<file path="config.mk">
export PLATFORM = sky130hd
export DESIGN_NAME = port_pin_ctrl
export DESIGN_NICKNAME = d
export VERILOG_FILES = /design/src/rtl/pinctl_pkg.sv /design/src/rtl/pinctl_sync.sv /design/src/rtl/pinctl_regs.sv /design/src/rtl/pinctl_pin_mux.sv /design/src/rtl/port_pin_ctrl.sv
export SDC_FILE = /design/constraint.sdc
export NUM_CORES = 1
export LEC_CHECK = 0
export ABC_AREA = 1
export BUFFER_PORTS_ARGS = -buffer_cell sky130_fd_sc_hd__buf_2
export CAP_MARGIN = 20
export CORE_MARGIN = 4
export CORE_UTILIZATION = 46
export CTS_CLUSTER_DIAMETER = 200
export DETAILED_ROUTE_END_ITERATION = 6
export PLACE_DENSITY = 0.77
export SLEW_MARGIN = 20
export SYNTH_ARGS = -nofsm -noshare
export SYNTH_HDL_FRONTEND = slang
export SYNTH_SLANG_ARGS = --single-unit
</file>
<file path="constraint.sdc">
create_clock -name clk -period 1.6 [get_ports clk]
set_input_delay 0.16 -clock clk [delete_from_list [all_inputs] [get_ports clk]]
set_output_delay 0.16 -clock clk [all_outputs]
set_load 0.1 [all_outputs]
</file>
<file path="src/rtl/pinctl_pkg.sv">
package pinctl_pkg;
  localparam int ADDR_W = 3;

  typedef enum logic [ADDR_W-1:0] {
    A_DIN  = 3'd0,
    A_DOUT = 3'd1,
    A_DIR  = 3'd2,
    A_DRV  = 3'd3,
    A_OEN  = 3'd4
  } reg_addr_e;

  // Two-way source pick used for both the value and the enable paths.
  function automatic logic pick_src(input logic use_alt, input logic alt, input logic cpu);
    return use_alt ? alt : cpu;
  endfunction
endpackage

</file>
<file path="src/rtl/pinctl_sync.sv">
module pinctl_sync #(
  parameter int W = 8
) (
  input  logic         clk,
  input  logic         rst_n,
  input  logic [W-1:0] d,
  output logic [W-1:0] q
);
  logic [W-1:0] stage1;

  always_ff @(posedge clk or negedge rst_n) begin
    if (!rst_n) begin
      stage1 <= '0;
      q      <= '0;
    end else begin
      stage1 <= d;
      q      <= stage1;
    end
  end
endmodule

</file>
<file path="src/rtl/pinctl_regs.sv">
module pinctl_regs
  import pinctl_pkg::*;
#(
  parameter int N = 8
) (
  input  logic              clk,
  input  logic              rst_n,
  input  logic              sel,
  input  logic              wr,
  input  logic [ADDR_W-1:0] addr,
  input  logic [N-1:0]      wdata,
  output logic [N-1:0]      dout_q,
  output logic [N-1:0]      dir_q,
  output logic [N-1:0]      drv_q
);
  logic wr_any, wr_dout, wr_dir, wr_drv;

  assign wr_any  = sel && wr;
  assign wr_dout = wr_any && (addr == A_DOUT);
  assign wr_dir  = wr_any && (addr == A_DIR);
  assign wr_drv  = wr_any && (addr == A_DRV);

  always_ff @(posedge clk or negedge rst_n) begin
    if (!rst_n) begin
      dout_q <= '0;
      dir_q  <= '0;
      drv_q  <= '0;
    end else begin
      if (wr_dout) dout_q <= wdata;
      if (wr_dir)  dir_q  <= wdata;
      if (wr_drv)  drv_q  <= wdata;
    end
  end


  dout_write_lands_chk: assert property (@(posedge clk) disable iff (!rst_n)
    wr_dout |=> dout_q == $past(wdata));


  no_stray_write_chk: assert property (@(posedge clk) disable iff (!rst_n)
    (wr_any && (addr == A_DIN || addr == A_OEN)) |=>
      ($stable(dout_q) && $stable(dir_q) && $stable(drv_q)));
endmodule

</file>
<file path="src/rtl/pinctl_pin_mux.sv">
module pinctl_pin_mux
  import pinctl_pkg::*;
#(
  parameter int N = 8
) (
  input  logic         clk,
  input  logic         rst_n,
  input  logic [N-1:0] cfg_out_cs,
  input  logic [N-1:0] cfg_oe_pt,
  input  logic         cfg_clk_pin,
  input  logic         cfg_csi_pin,
  input  logic [N-1:0] ext_cs,
  input  logic [N-1:0] pt_oe,
  input  logic [N-1:0] dout_q,
  input  logic [N-1:0] dir_q,
  output logic [N-1:0] pin_out,
  output logic [N-1:0] pin_oe
);
  logic [N-1:0] oe_sel;
  logic [N-1:0] dedicated;

  for (genvar i = 0; i < N; i++) begin : g_pin
    assign pin_out[i] = pick_src(cfg_out_cs[i], ext_cs[i], dout_q[i]);
    assign oe_sel[i]  = pick_src(cfg_oe_pt[i], pt_oe[i], dir_q[i]);
    if (i == 1) begin : g_clk
      assign dedicated[i] = cfg_clk_pin;
    end else if (i == 2) begin : g_csi
      assign dedicated[i] = cfg_csi_pin;
    end else begin : g_plain
      assign dedicated[i] = 1'b0;
    end
    assign pin_oe[i] = oe_sel[i] && !dedicated[i];
  end


  clk_pin_input_chk: assert property (@(posedge clk) disable iff (!rst_n)
    cfg_clk_pin |-> !pin_oe[1]);


  csi_pin_input_chk: assert property (@(posedge clk) disable iff (!rst_n)
    cfg_csi_pin |-> !pin_oe[2]);
endmodule

</file>
<file path="src/rtl/port_pin_ctrl.sv">
module port_pin_ctrl
  import pinctl_pkg::*;
#(
  parameter int NPINS = 8,
  parameter int NMEM  = 4
) (
  input  logic              clk,
  input  logic              rst_n,
  input  logic              bus_sel,
  input  logic              bus_wr,
  input  logic [ADDR_W-1:0] bus_addr,
  input  logic [NPINS-1:0]  bus_wdata,
  output logic [NPINS-1:0]  bus_rdata,
  input  logic [NPINS-1:0]  cfg_out_cs,
  input  logic [NPINS-1:0]  cfg_oe_pt,
  input  logic              cfg_clk_pin,
  input  logic              cfg_csi_pin,
  input  logic [NPINS-1:0]  ext_cs,
  input  logic [NPINS-1:0]  pt_oe,
  input  logic [NPINS-1:0]  pin_in,
  output logic [NPINS-1:0]  pin_out,
  output logic [NPINS-1:0]  pin_oe,
  output logic [NPINS-1:0]  pin_fast,
  output logic [NPINS-1:0]  pld_in,
  output logic [1:0]        pm_in,
  output logic              mc_clk,
  input  logic [NMEM-1:0]   mem_sel_in,
  output logic [NMEM-1:0]   mem_sel_out
);
  logic [NPINS-1:0] dout_q, dir_q, drv_q, din_sync;
  logic             csi_force;

  pinctl_regs #(.N(NPINS)) u_regs (
    .clk(clk), .rst_n(rst_n), .sel(bus_sel), .wr(bus_wr), .addr(bus_addr),
    .wdata(bus_wdata), .dout_q(dout_q), .dir_q(dir_q), .drv_q(drv_q)
  );

  pinctl_sync #(.W(NPINS)) u_sync (
    .clk(clk), .rst_n(rst_n), .d(pin_in), .q(din_sync)
  );

  pinctl_pin_mux #(.N(NPINS)) u_mux (
    .clk(clk), .rst_n(rst_n), .cfg_out_cs(cfg_out_cs), .cfg_oe_pt(cfg_oe_pt),
    .cfg_clk_pin(cfg_clk_pin), .cfg_csi_pin(cfg_csi_pin), .ext_cs(ext_cs),
    .pt_oe(pt_oe), .dout_q(dout_q), .dir_q(dir_q), .pin_out(pin_out), .pin_oe(pin_oe)
  );

  assign pin_fast  = drv_q;
  assign pld_in    = pin_in;
  assign pm_in     = pin_in[2:1];
  assign mc_clk    = cfg_clk_pin && pin_in[1];
  assign csi_force = cfg_csi_pin && pin_in[2];
  assign mem_sel_out = csi_force ? '0 : mem_sel_in;

  always_comb begin
    case (bus_addr)
      A_DIN:   bus_rdata = din_sync;
      A_DOUT:  bus_rdata = dout_q;
      A_DIR:   bus_rdata = dir_q;
      A_DRV:   bus_rdata = drv_q;
      A_OEN:   bus_rdata = pin_oe;
      default: bus_rdata = '0;
    endcase
  end


  standby_force_chk: assert property (@(posedge clk) disable iff (!rst_n)
    csi_force |-> (mem_sel_out == '0));
endmodule

</file>
-- Word-level counts from Yosys, hierarchy flattened
Cells that the tools add are included.
- flip-flop bits (word level): 40
- bits of input ports: 61
- output and inout bits: 47
- logic and storage cells: 38
- equal/unequal tests: 4
- mux-type cells: 18
- reduce and logical (&&, ||, !) cells: 11
- operators by type and width (kind ; count):
    $pmux W8 S5 ; 1
    $mux W1 ; 16
    $logic_and A1 B1 Y1 ; 8
    $eq A3 B2 Y1 const B ; 2
    $mux W4 ; 1
    $eq A3 B1 Y1 const B ; 1
    $eq A3 B3 Y1 const B ; 1
    $logic_not A3 Y1 ; 1
    $logic_not A1 Y1 ; 2

-- Longest topological paths before layout
Gate-level depths: netlist of run 1.
- depth in word-level cells: 3
- mapped depth: 7
- depth with buffers taken out: 6

-- By module
From an unflattened synthesis of run 1, not the netlist that was laid out.
- cells, all modules: 281
- area, all modules: 2110.8 um2
- modules (own cells, without submodules) (module ; instances ; cells each ; area each (um2) ; seq. area each (um2)):
    pinctl_regs ; 1 ; 109 ; 965.9 ; 600.6
    port_pin_ctrl ; 1 ; 102 ; 519.2 ; 0.0
    pinctl_sync ; 1 ; 16 ; 400.4 ; 400.4
    pinctl_pin_mux ; 1 ; 54 ; 225.2 ; 0.0

-- Worst setup path after synthesis of run 1
OpenSTA, ideal clock, no wires.
- kind: flip-flop to output port
- from: reg u_regs.dout_q[0]
- to: out pin_out[0]
- data arrival time: 2.492 ns
- required time: 1.440 ns
- slack: -1.052 ns
- stages on the path, launching flop included: 3
- path buffers: 0
- path through: dfrtp_1 > inv_1 > o21ai_0
- cells in the longest elaborated chain, start to end: 1
- ends and longest elaborated chain (element ; RTL line ; source):
    start, declared ; pinctl_regs.sv:12 ; output logic [N-1:0] dout_q,
    start signal, assigned ; pinctl_regs.sv:29 ; if (wr_dout) dout_q <= wdata;
    $mux W1 ; pinctl_pkg.sv:14 ; return use_alt ? alt : cpu;
    end, declared ; port_pin_ctrl.sv:21 ; output logic [NPINS-1:0] pin_out,
Every way passes these cells.

-- Final worst setup path of run 1
- from: reg u_regs.dir_q[3]
- to: out bus_rdata[3]
- cells in the longest elaborated chain, start to end: 2
- ends and longest elaborated chain (element ; RTL line ; source):
    start, declared ; pinctl_regs.sv:13 ; output logic [N-1:0] dir_q,
    start signal, assigned ; pinctl_regs.sv:30 ; if (wr_dir) dir_q <= wdata;
    $mux W1 ; pinctl_pkg.sv:14 ;
    $pmux W8 S5 * ; port_pin_ctrl.sv:56 ; case (bus_addr)
    end, declared ; port_pin_ctrl.sv:13 ; output logic [NPINS-1:0] bus_rdata,
Every way passes the cells marked *; elsewhere a longest branch is shown, timed or not.

==> results of run 1 <==
[layer usage]
metal	up-vias	share of wire, %	GRT usage [%]	routed length [um]
met5	-	0	0	0
li1	1039	-	-	-
met2	89	49	31.3	2630
met1	916	41	22.3	2190
met3	8	8.6	5.67	462
met4	0	1.7	5.52	90
[worst max-delay path: cells and delay by family (launching register included)]
family	cells	cell delay (ns)
DFF	1	0.42
buffers and inverters	2	0.24
and+or+nand+nor	5	0.45
[state kept, by name, summed over array words and instances (netlist names)]
signal / flops
u_regs.drv_q: 8
u_regs.dout_q: 8
u_regs.dir_q: 8
u_sync.q: 8
u_sync.stage1: 8
[kinds of logic (layout without fill, tap and decap cells)]
family | count (synthesis) | in the layout | share of synthesized area [%]
mux | 6 | 6 | 3.05
flops | 40 | 40 | 45.2
compound gates | 33 | 33 | 10.6
simple gates | 126 | 126 | 26.7
buf+inv | 63 | 171 | 14.5
[worst min-delay path by stage]
stage          slack, ns          endpoint  cells past startpoint
3_5_place_dp        0.24  u_regs.dout_q[5]                      2
5_1_grt             0.01  u_sync.stage1[1]                      1
4_1_cts            0.007  u_sync.stage1[1]                      1
2_1_floorplan      -0.14   u_regs.dir_q[0]                      0
3_3_place_gp        0.24  u_regs.dout_q[5]                      2
6_report            0.01  u_sync.stage1[1]                      1
[power groups by stage]
stage | combinational, mW | sequential (mW) | clock, mW
after global placement | 1.84 | 1.29 | 0
after detailed placement | 1.86 | 1.30 | 0
final | 1.89 | 1.27 | 0.645
after floorplan | 1.14 | 1.63 | 0
after global routing | 1.99 | 1.29 | 0.703
after CTS | 1.87 | 1.28 | 0.655
[through the flow]
stage	cells	TNS [ns]	instance area, um2
after floorplan	268	0	2270
after global placement	411	0	2850
after detailed placement	411	0	2850
after CTS	426	0	3010
after global routing	428	-0.0716	3040
final	428	0	3040
[final cells by class]
type	count	area, um2
multi-input cells	165	941
clock buffers	6	72.6
inverters	46	175
clock inverters	2	12.5
fillers	390	1470
flip-flops and latches	40	1010
well taps	52	65.1
repair buffers	117	758
[cells in the final DEF, fill, tap and decap left out]
cell and n:
nand4_1 7, clkinvlp_4 1, clkinv_2 1, dfrtp_2 8
or2_2 2, mux2_2 6, clkbuf_4 2, and3_1 2
nand3_2 2, nor3_2 1, nand2_8 1, buf_2 95
clkbuf_8 5, a21oi_1 5, nand3_4 1, dlygate4sd3_1 7
nand3_1 15, nor2_4 2, o21ai_2 18, nand2_1 44
inv_4 1, dfrtp_1 32, clkbuf_1 1, nand2_2 12
buf_4 5, a21boi_2 4, buf_12 8, o21ai_1 6
inv_1 42, nor2_2 1, inv_2 3, nor2_1 36
[timing repair]
item / CTS / global route
pin swaps: 0 / 1
hold buffers: 7 / 0
gates resized for setup: 1 / 6
setup buffers: 0 / 2
endpoints found under the setup margin: 1 / 7
hold endpoints to repair: 46 / 0
gates cloned: 0 / 0
==> out/qor.yml, run 1 <==
outcome: "completed"
synth.cell_area_mm2: 0.00221
cp-end-kind: "primary output"
leakage_nw: 1.69
syn-num-nets: 329
rr_startpoint: "u_regs.dir_q[5]"
netlist_instances: 268
grt_max_degree: 41
ys_seq_area_share_pct: 45.2
clkTransAtPathRegs_ns: 0.08
rsz0062_at_grt: "true"
async_reset_ff_share_pct: 100
drtIter0Drc: 71
p_sw_mw: 1.90
place_congestion: 0.793
start_kind: "flip-flop"
die_h_um: 77.4
worstSkewPairLatency_ns: 0.28
crit_start: "u_regs.dir_q[3]"
via_per_inst: 4.79
core_area_mm2: 0.00450
rows: 24
slew_violations: 0
cts-root-buf: "clkbuf_8"
ioPinCount: 108
timing.final.crit_share_pct: 97.8
hold_viol: 0
required_ns: 1.44
switching_share_pct: 49.9
worst_slew_pin_slew_ns: 0.494
drtAntennaViolNets: 0
reg2reg_to: "u_regs.dir_q[5]"
synth_most_common_cell: "nand2_1"
die_area_mm2: 0.00599
pwr-share-clk_pct: 16.9
syn_to_final_growth_pct: 37.1
crit_type: "flip-flop to primary output"
critPathArrivalTime_ns: 1.40
timing.hold.ws_ns: 0.0147
postLayoutCoreUtil_pct: 67.4
port_buffers: 107
place_ws_ns: 0.124
cp_common_cell: "nor2_1"
first_pass_iters: 4
r2r.worst_path.cells: 3
start_util_pct: 49.2
grt_remaining_overflow: 0
antenna_cells: 0
crit_path_max_fanout: 3
synthTopCellsByCount: "nand2_1, inv_1, dfrtp_1"
totalWireLength_mm: 5.38
syn_area_per_cell_um2: 8.26
cts_sinks: 40
total_power_mw: 3.81
hold_class: "primary input to flip-flop"
crit_chain: "inv_1 -> nor2_1 -> nor2_1 -> nor2_1 -> nor2_1 -> nand2_2 -> buf_12"
place_hpwl_mm: 4.16
antenna_found_initial: 0
layout-drive-gt1-share_pct: 47.6
yosys_register_bits: 40
ir_drop_v: 0.00105
die_w_um: 77.4
reg2reg_slack_ns: 0.83
postLayoutSetupSlackWorst_ns: 0.0355
synth_top_area_share_pct: 45.2
h-tree-depth: 2
clock_path_buffers: 2
synth_ff_type: "dfrtp_1"
first_global_vias: 1986
power.density_mw_per_mm2: 1260
max_stage_delay_ns: 0.42
cts_tree: "yes"
via_count: 2052
nNetsFinal: 436
combPwrFrac_pct: 49.6
synth_edf_count: 0
finalSetupViolCount: 0
wire_per_inst_um: 12.6
hp-start: "pin_in[1]"
clock.fmax_mhz: 639
min_period_ns: 1.56
yosysTopAreaCell: "dfrtp_1"
maxCapViolations: 0
fin_skew_ns: 0.000209
grt_usage_pct: 18.3
synthTopCellsByArea: "dfrtp_1, nand2_1, inv_1"
yosys.cell_types.count: 26
yosys_warnings: 0
p_int_mw: 1.91
numCtsBuffers: 5
slowest_stage: "dfrtp_1"
max_slew_margin_pct: 67.1
p_seq_share_pct: 33.4
grt_pass1_wl_mm: 8.82
endpoint: "bus_rdata[3]"
drc_errors: 0
Note: power is estimated with default switching activity, not from simulation.
==> inputs of run 2 (changes only) <==
- ABC_AREA: 1 -> unset
- PLACE_DENSITY: 0.77 -> 0.78
==> run 2 against run 1 <==
Die area fell by 5.8%. Critical endpoint unchanged. Core utilization rose by 4.2 points. First-iteration DRC count fell by 9.9%. Largest power group unchanged. Register-to-register slack got worse by 0.09 ns. Synthesized cell count fell by 42%. Highest routed layer unchanged. Setup slack got worse by 0.097 ns. Flip-flop and latch count did not move. Combinational power rose by 10%. Non-clock buffer count rose by 8. Count of clock-buffer cells in the layout rose by 1. Clock skew barely moved. Wire length rose by 0.84%. The flow now finishes with violations (setup timing).
==> out/qor.yml, run 2 <==
rr_startpoint: "u_regs.drv_q[0]"  # was u_regs.dir_q[5]
port_buffers: 107  # unchanged
start_util_pct: 47.6  # was 49.2%
pwr-share-clk_pct: 21.0  # was 16.9%
switching_share_pct: 45.8  # was 49.9%
cts-root-buf: "clkbuf_8"  # unchanged
ys_seq_area_share_pct: 48.3  # was 45.2%
fin_skew_ns: 0.000339  # was 0.000209 ns
slew_violations: 0  # unchanged
max_slew_margin_pct: 66.8  # was 67.1%
start_kind: "flip-flop"  # unchanged
stdcell_count: 325  # was 428
dpl_cell_area_mm2: 0.00288  # was 0.00285 mm2
final.setup.tns_ns: -0.137  # was 0 ns
timing.final.crit_share_pct: 104  # was 97.8%
synth_edf_count: 0  # unchanged
cts_tree: "yes"  # unchanged
required_ns: 1.44  # about the same
crit_type: "flip-flop to primary output"  # unchanged
outcome: "finished, violations left"  # was completed
critPathArrivalTime_ns: 1.50  # was 1.40 ns
antenna_found_initial: 0  # unchanged
layout_common_cells: "buf_2, dfrtp_1, mux2_2"  # was buf_2, nand2_1, inv_1
drc_errors: 0  # unchanged
place_ws_ns: 0.145  # was 0.124 ns
p_seq_share_pct: 30.7  # was 33.4%
clock.fmax_mhz: 602  # was 639 MHz
crit_start: "u_regs.dir_q[3]"  # unchanged
hold_class: "primary input to flip-flop"  # unchanged
crit_path_max_fanout: 3  # unchanged
worstSkewPairLatency_ns: 0.30  # was 0.28 ns
h-tree-depth: 2  # unchanged
drtIter0Drc: 64  # was 71
power.density_mw_per_mm2: 1380  # was 1260 mW/mm2
drtAntennaViolNets: 0  # unchanged
grt_pass1_wl_mm: 8.36  # was 8.82 mm
finalSetupViolCount: 4  # was 0
core_area_mm2: 0.00435  # was 0.00450 mm2
async_reset_ff_share_pct: 100  # unchanged
die_h_um: 75.1  # was 77.4 um
endpoint: "bus_rdata[3]"  # unchanged
die_area_mm2: 0.00564  # was 0.00599 mm2
worst_slew_pin_slew_ns: 0.501  # was 0.494 ns
numCtsBuffers: 5  # unchanged
place_hpwl_mm: 4.15  # was 4.16 mm
fin_area_mm2: 0.00312  # was 0.00304 mm2
grt_max_degree: 22  # was 41
ioPinCount: 108  # unchanged
via_per_inst: 5.04  # was 4.79
syn_area_per_cell_um2: 13.3  # was 8.26 um2
fill_cells: 315  # was 390
postLayoutSetupSlackWorst_ns: -0.0618  # was 0.0355 ns
rsz0062_at_grt: "true"  # unchanged
nNetsFinal: 333  # was 436
cts_setup_buffers: 0  # unchanged
synthTopCellsByCount: "dfrtp_1, mux2_2, mux2_4"  # was nand2_1, inv_1, dfrtp_1
synth.cell_area_mm2: 0.00207  # was 0.00221 mm2
syn_to_final_growth_pct: 50.4  # was 37.1%
p_sw_mw: 1.97  # was 1.90 mW
reg2reg_slack_ns: 0.74  # was 0.83 ns
synth_most_common_cell: "dfrtp_1"  # was nand2_1
first_global_vias: 1719  # was 1986
total_power_mw: 4.31  # was 3.81 mW
cts_sinks: 40  # unchanged
totalWireLength_mm: 5.42  # was 5.38 mm
min_period_ns: 1.66  # was 1.56 ns
ir_drop_v: 0.000960  # was 0.00105 V
synth_top_area_share_pct: 48.3  # was 45.2%
p_int_mw: 2.34  # was 1.91 mW
final_common_cell: "buf_2"  # unchanged
die_w_um: 75.1  # was 77.4 um
cp-end-kind: "primary output"  # unchanged
yosys.cell_types.count: 25  # was 26
synthTopCellsByArea: "dfrtp_1, mux2_2, mux2_4"  # was dfrtp_1, nand2_1, inv_1
layout-drive-gt1-share_pct: 69.2  # was 47.6%
grt_remaining_overflow: 0  # unchanged
first_pass_iters: 4  # unchanged
syn-num-nets: 217  # was 329
netlist_instances: 156  # was 268
hold_viol: 0  # unchanged
antenna_cells: 0  # unchanged
clkTransAtPathRegs_ns: 0.08  # about the same
reg2reg_to: "u_regs.drv_q[0]"  # was u_regs.dir_q[5]
rows: 24  # unchanged
yosys_warnings: 0  # unchanged
grt_usage_pct: 20.2  # was 18.3%
maxCapViolations: 0  # unchanged
clock_path_buffers: 2  # unchanged
yosys_register_bits: 40  # unchanged
synth_ff_type: "dfrtp_1"  # unchanged
r2r.worst_path.cells: 1  # was 3
place_congestion: 0.782  # was 0.793
wire_per_inst_um: 16.7  # was 12.6 um
dp.cells: 309  # was 411
combPwrFrac_pct: 48.3  # was 49.6%
via_count: 1637  # was 2052
violations: "setup timing"
leakage_nw: 1.53  # was 1.69 nW
yosysTopAreaCell: "dfrtp_1"  # unchanged
## run 2: area by class of cell
cell class,count,area [um2],area share [%]
Sequential cell,40,1010,32.6
Tap cell,52,65.1,2.09
Clock inverter,1,30.0,0.963
Timing Repair Buffer,125,836,26.8
Clock buffer,7,96.3,3.09
Multi-Input combinational cell,100,1070,34.5
## run 2: worst min path at each step
| stage | end | slack [ns] | cells past startpoint | from |
|---|---|---|---|---|
| floorplan | u_regs.dir_q[0] | -0.14 | 0 | rst_n |
| global placement | u_regs.dir_q[7] | 0.13 | 1 | rst_n |
| detailed placement | u_regs.dir_q[7] | 0.13 | 1 | rst_n |
| CTS | u_sync.stage1[2] | 0.005 | 1 | pin_in[2] |
| global route | u_sync.stage1[2] | 0.005 | 1 | pin_in[2] |
| finish | u_sync.stage1[2] | 0.002 | 1 | pin_in[2] |
## run 2: repair_timing
item | 4_1_cts | 5_1_grt
endpoints found under the hold margin | 26 | 0
endpoints found under the setup margin | 4 | 7
hold buffers | 8 | 0
pin swaps | 0 | 1
resized for setup | 4 | 3
## run 2: logic make-up after synthesis
group | Yosys count | synth area share (%)
AOI/OAI and AO/OA | 22 | 7.43
buffers and inverters | 16 | 5.80
DFF | 40 | 48.3
muxes | 50 | 29.4
and+or+nand+nor | 28 | 9.06
## run 2: worst max-delay path: stages (launching register included)
cell,delay (ns)
dfrtp_1,0.42
mux2_4,0.30
a22oi_2,0.21
o22ai_4,0.10
buf_12,0.17
## run 2: power groups by stage
stage	Combinational [mW]	Clock [mW]	Sequential [mW]
after global routing	2.16	0.944	1.35
after global placement	2.03	0	1.33
after floorplan	1.34	0	1.64
after CTS	2.08	0.904	1.32
after detailed placement	2.06	0	1.34
final	2.08	0.903	1.32
## run 2: stage by stage
step | util, % | hold slack [ns]
2_1_floorplan | - | -0.136
3_3_place_gp | 66.1 | 0.125
3_5_place_dp | 66.1 | 0.131
4_1_cts | 71.3 | 0.00519
5_1_grt | 71.6 | 0.00467
6_report | 71.6 | 0.00160
## run 2: metal layers
layer	track usage, %	wire length, um	vias to the layer above
li1	-	-	787
met1	25.9	2300	776
met2	33.6	2670	67
met3	4.94	369	7
met4	6.52	88	0
met5	0	0	-
